**config.mk**
```make
export PLATFORM = sky130hd
export DESIGN_NAME = strobe_window_trainer
export DESIGN_NICKNAME = d
export VERILOG_FILES = /design/src/rtl/strobe_window_trainer.sv
export SDC_FILE = /design/constraint.sdc
export NUM_CORES = 1
export LEC_CHECK = 0
export BUFFER_PORTS_ARGS = -buffer_cell sky130_fd_sc_hd__buf_4
export CAP_MARGIN = 20
export CORE_MARGIN = 5
export CORE_UTILIZATION = 60
export CTS_BUF_LIST = sky130_fd_sc_hd__clkbuf_16
export DETAILED_ROUTE_END_ITERATION = 8
export PLACE_DENSITY_LB_ADDON = 0.25
export SLEW_MARGIN = 0
export SYNTH_ARGS = -nofsm -noshare
export SYNTH_HDL_FRONTEND = slang
export SYNTH_SLANG_ARGS = --single-unit
```
**constraint.sdc**
```tcl
create_clock -name clk -period 4.2 [get_ports clk]
set_input_delay 0.21 -clock clk [delete_from_list [all_inputs] [get_ports clk]]
set_output_delay 0.21 -clock clk [all_outputs]
set_load 0.005 [all_outputs]
```
**src/rtl/strobe_window_trainer.sv**
```systemverilog
module strobe_window_trainer #(
  parameter int LANES     = 2,
  parameter int DLY_W     = 5,
  parameter int ADDR_W    = 16,
  parameter int BASE_ADDR = 0
) (
  input  logic                   clk,
  input  logic                   rst_n,
  input  logic                   start,
  output logic                   done,
  output logic                   error,
  output logic                   rd_req,
  output logic [ADDR_W-1:0]      rd_addr,
  input  logic                   rd_ack,
  input  logic [7:0]             rd_data,
  input  logic                   rd_masked,
  input  logic                   rd_dummy,
  output logic                   fifo_rst,
  output logic                   stat_clr,
  output logic [LANES*DLY_W-1:0] lane_dly
);

  localparam int LANE_W = (LANES > 1) ? $clog2(LANES) : 1;
  localparam int IDX_W  = 3;
  localparam int STRIDE = 4;
  localparam logic [DLY_W-1:0]  DLY_TOP   = '1;
  localparam logic [IDX_W-1:0]  IDX_LAST  = '1;
  localparam logic [LANE_W-1:0] LANE_LAST = LANE_W'(LANES - 1);

  typedef enum logic [1:0] {S_IDLE, S_FLUSH, S_READ, S_SETTLE} state_t;

  state_t            state;
  logic              in_pass;
  logic [LANE_W-1:0] lane;
  logic [IDX_W-1:0]  idx;
  logic [DLY_W-1:0]  win_lo;
  logic [DLY_W-1:0]  dly_q [LANES];

  function automatic logic [7:0] golden(input logic [IDX_W-1:0] i);
    case (i)
      3'd0:    golden = 8'hFE;
      3'd1:    golden = 8'h11;
      3'd2:    golden = 8'h33;
      3'd3:    golden = 8'h55;
      3'd4:    golden = 8'h77;
      3'd5:    golden = 8'h99;
      3'd6:    golden = 8'hBB;
      default: golden = 8'hDD;
    endcase
  endfunction

  logic [DLY_W-1:0] cur, mid;
  logic             bad, last_byte, at_top;

  assign cur       = dly_q[lane];
  assign mid       = win_lo + ((cur - win_lo) >> 1);
  assign bad       = rd_masked | rd_dummy | (rd_data != golden(idx));
  assign last_byte = (idx == IDX_LAST);
  assign at_top    = (cur == DLY_TOP);

  assign rd_req   = (state == S_READ);
  assign stat_clr = (state == S_FLUSH);
  assign fifo_rst = (state == S_FLUSH) || (state == S_SETTLE);
  assign rd_addr  = ADDR_W'(BASE_ADDR) + ADDR_W'(lane) + ADDR_W'(idx) * ADDR_W'(STRIDE);

  for (genvar g = 0; g < LANES; g++) begin : g_out
    assign lane_dly[g*DLY_W +: DLY_W] = dly_q[g];
  end

  always_ff @(posedge clk or negedge rst_n) begin
    if (!rst_n) begin
      state   <= S_IDLE;
      done    <= 1'b0;
      error   <= 1'b0;
      in_pass <= 1'b0;
      lane    <= '0;
      idx     <= '0;
      win_lo  <= '0;
      for (int k = 0; k < LANES; k++) dly_q[k] <= '0;
    end else begin
      case (state)
        S_IDLE: if (start) begin
          done    <= 1'b0;
          error   <= 1'b0;
          in_pass <= 1'b0;
          lane    <= '0;
          idx     <= '0;
          win_lo  <= '0;
          for (int k = 0; k < LANES; k++) dly_q[k] <= '0;
          state   <= S_FLUSH;
        end
        S_FLUSH: state <= S_READ;
        S_READ: if (rd_ack) begin
          if (!in_pass) begin
            if (bad) begin
              if (at_top) begin
                error <= 1'b1;
                state <= S_IDLE;
              end else begin
                dly_q[lane] <= cur + 1'b1;
                idx         <= '0;
                state       <= S_FLUSH;
              end
            end else if (last_byte) begin
              win_lo  <= cur;
              in_pass <= 1'b1;
              idx     <= '0;
              state   <= S_FLUSH;
            end else begin
              idx   <= idx + 1'b1;
              state <= S_FLUSH;
            end
          end else begin
            if (bad) begin
              dly_q[lane] <= mid;
              state       <= S_SETTLE;
            end else if (last_byte) begin
              if (at_top) begin
                error <= 1'b1;
                state <= S_IDLE;
              end else begin
                dly_q[lane] <= cur + 1'b1;
                idx         <= '0;
                state       <= S_FLUSH;
              end
            end else begin
              idx   <= idx + 1'b1;
              state <= S_FLUSH;
            end
          end
        end
        S_SETTLE: begin
          if (lane == LANE_LAST) begin
            done  <= 1'b1;
            state <= S_IDLE;
          end else begin
            lane    <= lane + 1'b1;
            idx     <= '0;
            in_pass <= 1'b0;
            state   <= S_FLUSH;
          end
        end
        default: state <= S_IDLE;
      endcase
    end
  end

endmodule

```
-- Word level (Yosys, flattened, before mapping)
Cells that the tools add are included.
Widths: inputs -> output; s select.
- bits in registers: 24
- input bits: 14
- output and inout bits: 31
- logic and storage cells: 116
- add/subtract/negate cells: 6
- $lt $le $gt $ge: 2
- equality and inequality tests: 22
- multiplexer cells: 59
- bitwise logic cells: 3
- reduce and logical (&&, ||, !) cells: 15
- operator list (cell ; count):
    $mux 10 ; 7
    $pmux 8 s7 ; 1
    $mux 5 ; 9
    $mux 3 ; 9
    $bwmux 10 ; 2
    $pmux 10 s2 ; 1
    $mux 1 ; 16
    $eq 3x3->1 const B ; 4
    $mux 2 ; 6
    $reduce_and 6->1 ; 2
    $ne 2x2->1 const B ; 5
    $pmux 5 s2 ; 1
    $reduce_and 5->1 ; 2
    $pmux 3 s3 ; 1
    $ne 8x8->1 ; 1
    $pmux 2 s4 ; 1
    $add 1x5->6 ; 1
    $eq 3x2->1 const B ; 2
    $ne 3x1->1 const B ; 2
    $pmux 1 s2 ; 3
    $add 5x1->5 const B ; 1
    $add 5x4->5 ; 1
    $demux 5 s1 ; 1
    $eq 5x5->1 const B ; 1
    22 further kinds ; 27

-- Depth between registers and ports, before layout
Gate-level depths: netlist of run 1.
- depth in word-level cells: 12
- mapped depth: 15
- mapped depth without buffers: 13

-- Least setup slack after synthesis of run 1
No wires, ideal clock.
- kind: register -> register
- start: register lane
- end: register dly_q (netlist bit lane_dly[4])
- library setup time: 0.125 ns
- data arrival time: 2.763 ns
- required time: 4.075 ns
- setup slack: 1.312 ns
- cell stages (with the launch flop): 16
- path buffers: 2
- period minus slack after synthesis: 2.888 ns
- cell sequence: dfrtp_1 > buf_6 > clkbuf_1 > nand2_1 > o21ai_0 > ha_1 > a21o_1 > a21oi_1 > xnor2_1 > ha_1 > nor2b_1 > o21ai_0 > nor3b_1 > nor3_1 > mux2i_1 > o21ai_1
- cells in the longest elaborated chain, start to end: 12
- elaborated cells between the ends (all ways): 22
- those cells by class: add/sub (3); order compare (2); eq/ne (1); mux (14); bitwise (1); reduce/logical (1)
- RTL lines (item ; line ; source):
    start, declared ; 34 ; logic [LANE_W-1:0] lane;
    start signal, assigned ; 137 ; lane <= lane + 1'b1;
    $not 1->2 (implied by the code) * ; - ;
    parallel branches: the longest is 8 deep, another holds $sub 5x5->5 ; - ;
    $mux 10 * ; 94 ; if (!in_pass) begin
    $mux 10 * ; 93 ; S_READ: if (rd_ack) begin
    $pmux 10 s2 * ; 81 ; case (state)
    end signal, assigned by index ; 100 ; dly_q[lane] <= cur + 1'b1;
    end signal, assigned by index ; 115 ; dly_q[lane] <= mid;
    end signal, assigned by index ; 122 ; dly_q[lane] <= cur + 1'b1;
    end, declared ; 37 ; logic [DLY_W-1:0] dly_q [LANES];
Every way passes the cells marked *. The select of a mux whose other input is x is not followed.
A chain may end at the register's enable or synchronous reset.

-- Worst setup path after layout of run 1
- start: register lane
- end: register dly_q (netlist bit lane_dly[9])
Same word-level chain as after synthesis.

==> results by group, run 1 <==
Run status
  • Status: finished, final reports clean

STA
  • Slew @ Worst Pin: approximately 700 ps
  • Setup-failing EPs final: 0
  • Final Max Slew Viols: 0
  • Fmax: slightly below 300 MHz
  • Final setup margin: 847 ps
  • Final Cycle Share: between 70% and 80%
  • Max_slew headroom: 53.1%
  • Hold Fails Final Rpt: 0
  • Total negative slack: 0 ps
  • Tmin final: around 3400 ps
  • Unrepaired setup endpoints after global routing: false
  • Clk_skew: about 2.1 ps

Detailed routing
  • Top layer reached by signal wires: met4
  • Met3 WL: about 240 um
  • WL met1: approximately 2300 um
  • Initial DRC Count: about 210
  • Met2 Routed Length: 2600 um
  • First drt pass iteration count: 4
  • Final WL: 5200 um
  • Number of nets with antenna violations after routing: 0
  • DR vias: ~1.9k
  • Via density: between 6 and 7
  • DR DRC count: 0
  • Routed len/inst: between 15 and 20 um

Placement
  • Port Buf Inserts: 32
  • Setup WS pre-CTS: between 900 and 1000 ps
  • Hpwl dp: approximately 4000 um
  • Placed cell area: 2400 um^2
  • GPL Wtd Cong: approximately 0.9

Clock tree
  • Clock buffer depth: 2
  • CTS tree: done
  • CTS clk-pin slew, worst paths: about 60 ps
  • Htree depth: 1
  • Clk Latency, worst-skew pair: 260 ps
  • Clock Sink Count: 24
  • CTS buffer count: 3
  • Postcts setup bufs: 0
  • CTS resizes: 0
  • Cts hold-fix bufs: 1
  • Root buffer selected by CTS: clkbuf_16

Global routing
  • GR Overflow Total: 0
  • Initial antenna violation count: 0
  • Tot GR Track Use: 20.9%
  • First-pass GRT wire length: ~8600 um
  • Largest net degree at the start of global routing: 25
  • Vias in the first global route: between 1.5k and 2k

Worst setup path
  • CP peak stage delay: 600 ps
  • CP Data Arrival Time: between 3000 and 4000 ps
  • Worst path top cell family by delay: compound AO/OA/AOI/OAI gates
  • Crit-path slowest cell: dfrtp_1
  • CP max FO: 19
  • Worst EP required: around 4300 ps
  • CP Launch Type: flop
  • Setup CP Type: reg2reg
  • Crit path cell chain: o21ai_0 -> ha_1 -> a21o_1 -> a21oi_1 -> xnor2_1 -> ha_1 -> nor2b_1 -> o21ai_0 -> nor3b_1 -> nor3_1 -> mux2i_1 -> o2bb2ai_1
  • Buf/Inv on CP: 0
  • Crit end category: flop

Synth
  • EDFF count, synth: 0
  • Cell Area, Synth: 2220 um^2
  • Synth Flop Type: dfrtp_1
  • Synth top area share: between 20% and 30%
  • Flops & latches, synth: 24
  • Async SR Flop Fraction: 100%
  • Post-synthesis sequential area ratio: a little over a quarter
  • Most common library cells after synthesis: 24 x dfrtp_1, 16 x inv_1, 15 x nand2_1
  • Synthesis Warnings: 0
  • Most common cell in the netlist: dfrtp_1
  • Ranking of synthesized cells by area: dfrtp_1 27%, ha_1 7.9%, buf_4 4.4%
  • Synth cell types: 64
  • Synth area leader: dfrtp_1
  • Syn Inst Count: 241
  • Post-Syn Area per Cell: between 9 and 10 um^2

Finish
  • Diode count: 0
  • Fill count: around 330
  • Share of post-route cells with drive strength above 1: 23.9%
  • Layout area overhead: 13.3%
  • Final Instance Area: ~2500 um^2
  • Final Core Density: between 60 and 70%
  • NumNets Final: ~300

Power
  • Seq pwr share: about a third
  • Int Pwr: roughly 0.6 mW
  • Logic gate share of total power: around 36%
  • Pleak: around 1.1 nW
  • Clock network fraction of total power: 29.8%
  • Maximum VDD drop: 0.190 mV
  • Pwr/cell area: roughly 370 nW/um^2
  • Sw frac: a little over a third
  • NetSw: between 0.3 and 0.4 mW
  • Total power: 0.926 mW

Floorplanning
  • Die W: around 71 um
  • Initial Util: around three fifths
  • Die height: roughly 71 um
  • Die area: about 5000 um^2
  • Std cell rows: 22
  • Core area: 3630 um^2
  • Ports: 45

Worst hold path
  • Hold Crit Class: in2reg

Job
  • Max-Cap Viols: 0
## flip-flops by register name, indices dropped and copies added (netlist names)
| name | cells |
|---|---|
| lane_dly | 10 |
| done | 1 |
| win_lo | 5 |
| state | 2 |
| in_pass | 1 |
| error | 1 |
| idx | 3 |
| lane | 1 |
## worst paths after layout
check	cells after the start	end	slack (ps)	startpoint
max in group asynchronous	2	error	3570	rst_n
min in group asynchronous	2	idx[0]	390	rst_n
min	3	idx[0]	280	rd_ack
max reg2reg	12	lane_dly[9]	850	lane
min reg2reg	2	error	510	error
max	12	lane_dly[9]	850	lane
## metal layers
metal	global-route usage [%]	vias up
li1	-	914
met2	34.0	59
met1	29.4	923
met3	1.70	11
met5	0	-
met4	6.89	0
## worst register-to-register path, cell delays in order (launching register included)
cell and delay, ps:
dfrtp_1 600, o21ai_0 560, ha_1 330, a21o_1 150, a21oi_1 180, xnor2_1 150, ha_1 290, nor2b_1 150
o21ai_0 170, nor3b_1 300, nor3_1 80, mux2i_1 150, o2bb2ai_1 100
## placed cells by master (no fill, tap or decap), types with 5 or more instances in the layout
master   instances
inv_1           16
o21ai_0         12
ha_1            14
mux2_2           8
a22o_2           5
nand2_1         15
xnor2_1          7
and3_1           5
buf_4           32
a21oi_1         11
mux2i_1          8
conb_1          12
nor2_1          14
dfrtp_1         24
## metrics by stage
| stage | hold WS (ps) | std cells |
|---|---|---|
| 6_report | 276 | 316 |
| 5_1_grt | 285 | 316 |
| 4_1_cts | 279 | 316 |
| 3_5_place_dp | 133 | 311 |
| 3_3_place_gp | 135 | 311 |
| 2_1_floorplan | -85.6 | 252 |
## kinds of logic (layout without fill, tap and decap cells)
kind of cell / after synthesis / count (layout) / share of synthesized area [%]
buf+inv: 38 / 54 / 10.1
flops: 24 / 24 / 27.0
other cells: 1 / 12 / 0.169
compound gates: 73 / 73 / 25.9
fa+ha+maj: 16 / 16 / 9.69
xor+xnor: 10 / 10 / 3.94
simple gates: 63 / 63 / 15.5
mux: 16 / 16 / 7.66
## power by group through the flow
stage | Clock, mW | Sequential [mW] | Combinational, mW
finish | 0.276 | 0.318 | 0.332
global route | 0.289 | 0.326 | 0.367
CTS | 0.280 | 0.316 | 0.331
detailed placement | 0 | 0.321 | 0.328
global placement | 0 | 0.320 | 0.324
floorplan | 0 | 0.292 | 0.260
## area by class of cell
type | instances | area (um^2) | share of cell area, %
Clock buffer | 3 | 75.1 | 2.98
Clock inverter | 1 | 30.0 | 1.19
Inverter | 17 | 63.8 | 2.54
Multi-Input combinational cell | 190 | 1440 | 57.1
Sequential cell | 24 | 601 | 23.9
Tap cell | 48 | 60.1 | 2.39
Timing Repair Buffer | 33 | 250 | 9.95
No activity file was read; power rests on OpenSTA's default activity.
==> inputs of run 2 (changes only) <==
Settings changed: CORE_UTILIZATION 60 to 56.
Clock period 4.2 ns to 3.1 ns, I/O delays scaled along.
==> run 2 against run 1 <==
Non-clock buffer count rose by 10. Global-route usage up 1.0 points. Flip-flop and latch count did not move. Count of clock-buffer cells in the layout is the same. Routed wire length grew 7.1%. Clock power increased by 5%. Worst setup slack worse by 610 ps. Register-to-register slack worse by 610 ps. Critical path depth fell by 4. Cell count rose by 3.2%. First-iteration DRC count is 21% higher. Sequential power rose by 31%.
==> results by group, run 2 (synthesized netlist as in run 1, its figures left out) <==
Finish
  • NumNets Final: 309 (+3.3%)
  • Layout area overhead: 17.1%
  • Final Instance Area: 2600 um^2 (+3.4%)
  • Most common cell after layout, fill and taps aside: buf_4
  • Most frequent cells in the layout: 40 x buf_4, 23 x dfrtp_1, 16 x inv_1
  • Largest register FFs: 10 (unchanged)
  • Final Core Density: 69.5% (+0.24 points)
  • Diode count: 0 (unchanged)
  • Final Instance Count excl. Fillers: 326 (+3.2%)
  • Share of post-route cells with drive strength above 1: 27.3% (+3.5 points)

Floorplanning
  • Initial Util: 59.3% (-1.8 points)
  • Die height: 73.0 um (+3.0%)
  • Core area: 3740 um^2 (+3.0%)
  • Die area: 5330 um^2 (+6.1%)
  • Die W: 73.0 um (+3.0%)
  • Std cell rows: 22 (unchanged)
  • Ports: 45 (unchanged)

Detailed routing
  • Final WL: 5570 um (+7.1%)
  • Via density: 6.06 (+0.39%)
  • Initial DRC Count: 252 (+21%)
  • DR DRC count: 0 (unchanged)
  • DR vias: 1,975 (+3.6%)
  • First drt pass iteration count: 4 (unchanged)
  • Routed len/inst: 17.1 um (+3.8%)
  • Number of nets with antenna violations after routing: 0 (unchanged)

Job
  • Max-Cap Viols: 0 (unchanged)

STA
  • Unrepaired setup endpoints after global routing: false
  • Tmin final: 2860 ps (-494 ps)
  • Minimum hold slack: 213 ps (-63.1 ps)
  • Hold Fails Final Rpt: 0 (unchanged)
  • Total negative slack: 0 ps (unchanged)
  • Clk_skew: 7.88 ps (+5.74 ps)
  • Max_slew headroom: 52.6% (-0.53 points)
  • Setup-failing EPs final: 0 (unchanged)
  • Final Max Slew Viols: 0 (unchanged)
  • Fmax: 350 MHz (+17%)
  • Final Cycle Share: 92.2% (+12 points)
  • Final setup margin: 241 ps (-606 ps)
  • Slew @ Worst Pin: 711 ps (+12.2 ps)

Clock tree
  • Clk Latency, worst-skew pair: 260 ps (about the same)
  • CTS buffer count: 3 (unchanged)
  • CTS tree: done
  • Root buffer selected by CTS: clkbuf_16
  • Clock buffer depth: 2 (unchanged)
  • CTS clk-pin slew, worst paths: 70 ps (about the same)
  • Clock Sink Count: 24 (unchanged)
  • Htree depth: 1 (unchanged)

Worst setup path
  • CP Launch Type: flop
  • CP max FO: 7 (-12)
  • Crit path cell chain: inv_1 -> ha_1 -> or3b_2 -> a221oi_4 -> o21ai_2 -> nor4b_1 -> o21ai_1 -> a22o_2
  • Reg2Reg Depth: 8 (-4)
  • Worst EP required: 3250 ps (-1080 ps)
  • CP peak stage delay: 480 ps (-120 ps)
  • CP Data Arrival Time: 3000 ps (-480 ps)
  • Setup CP Type: reg2reg
  • Crit end category: flop
  • Crit-path slowest cell: or3b_2

Global routing
  • Largest net degree at the start of global routing: 25 (unchanged)
  • First-pass GRT wire length: 9240 um (+7.6%)
  • GR Overflow Total: 0 (unchanged)
  • Initial antenna violation count: 0 (unchanged)
  • Met2 Usage GRT: 37.2% (+3.2 points)
  • Met3 usage in global routing: 4.41% (+2.7 points)
  • Met1 Track Usage GR: 28.9% (-0.47 points)
  • Tot GR Track Use: 21.9% (+1.0 points)
  • Gr busiest metal: met2
  • Vias in the first global route: 1,898 (+7.0%)

Placement
  • Setup WS pre-CTS: 100 ps (-823 ps)
  • Placed cells: 319 (+2.6%)
  • Hpwl dp: 4130 um (+3.7%)
  • Placed cell area: 2460 um^2 (+2.5%)
  • GPL Wtd Cong: 0.927 (+2.6%)
  • Port Buf Inserts: 32 (unchanged)

Power
  • Pleak: 1.19 nW (+4.5%)
  • Maximum VDD drop: 0.375 mV (+98%)
  • Total power: 1.22 mW (+32%)
  • Pwr/cell area: 471 nW/um^2 (+28%)

Run status
  • Status: finished, final reports clean

Worst hold path
  • Hold Crit Class: in2reg
  • WHS Path Cells: 3 (unchanged)
==> run 2: what timing repair did <==
action / 4_1_cts / 5_1_grt
setup buffers: 0 / 2
endpoints found under the setup margin: 0 / 7
hold buffers: 1 / 0
resized for setup: 0 / 5
hold endpoints to repair: 24 / 0
==> run 2: area by class of cell <==
type,instances,area [um^2]
multi-input cells,190,1450
fillers,321,1140
flip-flops and latches,24,602
repair buffers,43,350
clock buffers,3,75.1
inverters,17,63.8
well taps,48,60.1
clock inverters,1,3.75
==> run 2: power breakdown <==
group	internal, mW	switching (mW)
clock network	0.173	0.118
logic	0.222	0.297
registers	0.351	0.0643
==> run 2: worst max-delay path: cells and delay by family (launching register included) <==
kind,cells,cell delay [ps]
flops,1,470
buf+inv,1,110
fa+ha+maj,1,320
simple gates,2,780
compound gates,4,1060
==> run 2: worst paths after layout <==
check	from	endpoint	slack, ps
max reg2reg	idx[0]	win_lo[0]	240
min reg2reg	error	error	510
min in group asynchronous	rst_n	state[1]	340
min	rd_ack	idx[0]	210
max	idx[0]	win_lo[0]	240
max in group asynchronous	rst_n	lane	2470
==> run 2: per-layer routing <==
layer,up-vias,routed length [um]
met3,15,338
met2,79,2800
li1,937,-
met1,944,2310
met5,-,0
met4,0,121
==> inputs of run 3 (changes only) <==
Settings changed: CELL_PAD_IN_SITES_DETAIL_PLACEMENT from default to 1, CELL_PAD_IN_SITES_GLOBAL_PLACEMENT from default to 1, CORE_UTILIZATION 56 to 42, MAX_ROUTING_LAYER from default to met4.
==> run 3 against run 2 <==
Flip-flop and latch count is the same. Clock power grew 32%. Worst setup slack got worse by 38 ps. Sequential share of layout area is 0.40 points lower. Via count fell by 0.10%. Die area grew 28%. Power rose by 7.5%. Non-clock buffer count rose by 1. Clock skew decreased by 1.8 ps. Largest cell class unchanged. Largest power group unchanged.
==> results by group, run 3 (synthesized netlist as in run 1, its figures left out) <==
Run status
  • Status: finished, final reports clean

Power
  • Total power: 1.32 mW (+7.5%)
  • Maximum VDD drop: 0.229 mV (-39%)
  • Pwr/cell area: 497 nW/um^2 (+5.6%)
  • Pleak: 1.19 nW (+0.49%)

Placement
  • Placed cell area: 2490 um^2 (+1.1%)
  • Placed cells: 341 (+6.9%)
  • GPL Wtd Cong: 0.845 (-8.9%)
  • Setup WS pre-CTS: -40.7 ps (-141 ps)
  • Hpwl dp: 4650 um (+13%)
  • Port Buf Inserts: 32 (unchanged)

Detailed routing
  • Final WL: 6160 um (+11%)
  • DR vias: 1,973 (-0.10%)
  • Initial DRC Count: 57 (-77%)
  • Number of nets with antenna violations after routing: 0 (unchanged)
  • Routed len/inst: 17.6 um (+3.3%)
  • Via density: 5.65 (-6.7%)
  • DR DRC count: 0 (unchanged)
  • First drt pass iteration count: 4 (unchanged)

Clock tree
  • CTS buffer count: 3 (unchanged)
  • Htree depth: 1 (unchanged)
  • CTS clk-pin slew, worst paths: 70 ps (about the same)
  • CTS tree: done
  • Clock Sink Count: 24 (unchanged)
  • Root buffer selected by CTS: clkbuf_16
  • Clock buffer depth: 2 (unchanged)
  • Clk Latency, worst-skew pair: 260 ps (about the same)

STA
  • Clk_skew: 6.05 ps (-1.82 ps)
  • Slew @ Worst Pin: 708 ps (-3.18 ps)
  • Final Max Slew Viols: 0 (unchanged)
  • Unrepaired setup endpoints after global routing: true
  • Minimum hold slack: 228 ps (+15.2 ps)
  • Max_slew headroom: 52.8% (+0.21 points)
  • Fmax: 345 MHz (-1.3%)
  • Total negative slack: 0 ps (unchanged)
  • Setup-failing EPs final: 0 (unchanged)
  • Final setup margin: 203 ps (-37.6 ps)
  • Tmin final: 2900 ps (+37.6 ps)
  • Hold Fails Final Rpt: 0 (unchanged)
  • Final Cycle Share: 93.4% (+1.2 points)

Worst hold path
  • Hold Crit Class: in2reg

Floorplanning
  • Core area: 5110 um^2 (+36%)
  • Die W: 82.7 um (+13%)
  • Die height: 82.7 um (+13%)
  • Ports: 45 (unchanged)
  • Std cell rows: 26 (+18%)
  • Die area: 6840 um^2 (+28%)
  • Initial Util: 43.5% (-16 points)

Finish
  • Most frequent cells in the layout: 43 x buf_4, 23 x dfrtp_1, 16 x inv_1
  • Final Instance Count excl. Fillers: 349 (+7.1%)
  • Most common cell after layout, fill and taps aside: buf_4
  • Fill count: 629 (+96%)
  • Area of the multi-input gates: 1460 um^2 (+0.69%)
  • NumNets Final: 310 (+0.32%)
  • Layout area overhead: 19.2%
  • Share of post-route cells with drive strength above 1: 28.7% (+1.3 points)
  • Final Instance Area: 2650 um^2 (+1.8%)
  • Final Core Density: 51.8% (-18 points)
  • Diode count: 0 (unchanged)
  • Largest register FFs: 10 (unchanged)
  • Register cell area after layout: 602 um^2 (unchanged)

Worst setup path
  • CP max FO: 8 (+1)
  • Crit end category: flop
  • CP Launch Type: flop
  • Setup CP Type: reg2reg
  • CP Data Arrival Time: 3030 ps (+30 ps)
  • Worst EP required: 3230 ps (-20 ps)

Job
  • Max-Cap Viols: 0 (unchanged)

Global routing
  • GR Overflow Total: 0 (unchanged)
  • Vias in the first global route: 2,049 (+8.0%)
  • Initial antenna violation count: 0 (unchanged)
  • Tot GR Track Use: 20.0% (-1.9 points)
  • Largest net degree at the start of global routing: 25 (unchanged)
  • First-pass GRT wire length: 10,100 um (+9.7%)
-- run 3: cell count changes in the layout (fill, tap and decap cells not counted), sizes merged --
cell    delta
clkinv     -1
buf        +1
bufinv     +1
-- run 3: worst paths after layout --
path	start	slack, ps	depth (start not counted)	endpoint
worst min-delay path	rd_ack	230	3	idx[0]
worst min register to register	error	520	2	error
worst max register to register	lane	200	12	lane_dly[9]
min in group asynchronous	rst_n	340	2	in_pass
worst max-delay path	lane	200	12	lane_dly[9]
max in group asynchronous	rst_n	2500	2	lane
-- run 3: area by class of cell --
class	count	share of cell area (%)
Tap cell	70	3.31
Clock buffer	3	2.84
Sequential cell	24	22.7
Inverter	17	2.41
Multi-Input combinational cell	190	55.0
Timing Repair Buffer	44	12.6
Clock inverter	1	1.13
-- run 3: where the power goes --
part | switching, mW | internal [mW]
Sequential | 0.0625 | 0.351
Clock | 0.126 | 0.257
Combinational | 0.304 | 0.215
Total | 0.492 | 0.823
-- run 3: repair_timing --
| action | in CTS | in global routing |
|---|---|---|
| buffers inserted | 0 | 3 |
| hold buffers | 1 | 0 |
| resized for setup | 1 | 6 |
| pin swaps | 0 | 1 |
| setup endpoints to repair | 2 | 13 |
| hold endpoints to repair | 24 | 0 |
-- run 3: critical path, cell delays in order, from the launching register on --
cell,delay (ps)
dfrtp_2,450
mux2i_1,270
nand2_1,120
fa_1,420
xor2_1,230
inv_1,90
fa_1,450
nor2b_1,120
o21ai_0,100
a21boi_1,220
nor3_1,80
mux2i_1,130
o2bb2ai_1,80
-- run 3: per-layer routing --
layer / vias to the layer above / wire length (um) / GRT usage, %
met5: - / 0 / -
li1: 939 / - / -
met1: 992 / 2770 / 25.6
met2: 37 / 3110 / 34.1
met4: 0 / 45 / 3.43
met3: 5 / 229 / 2.93
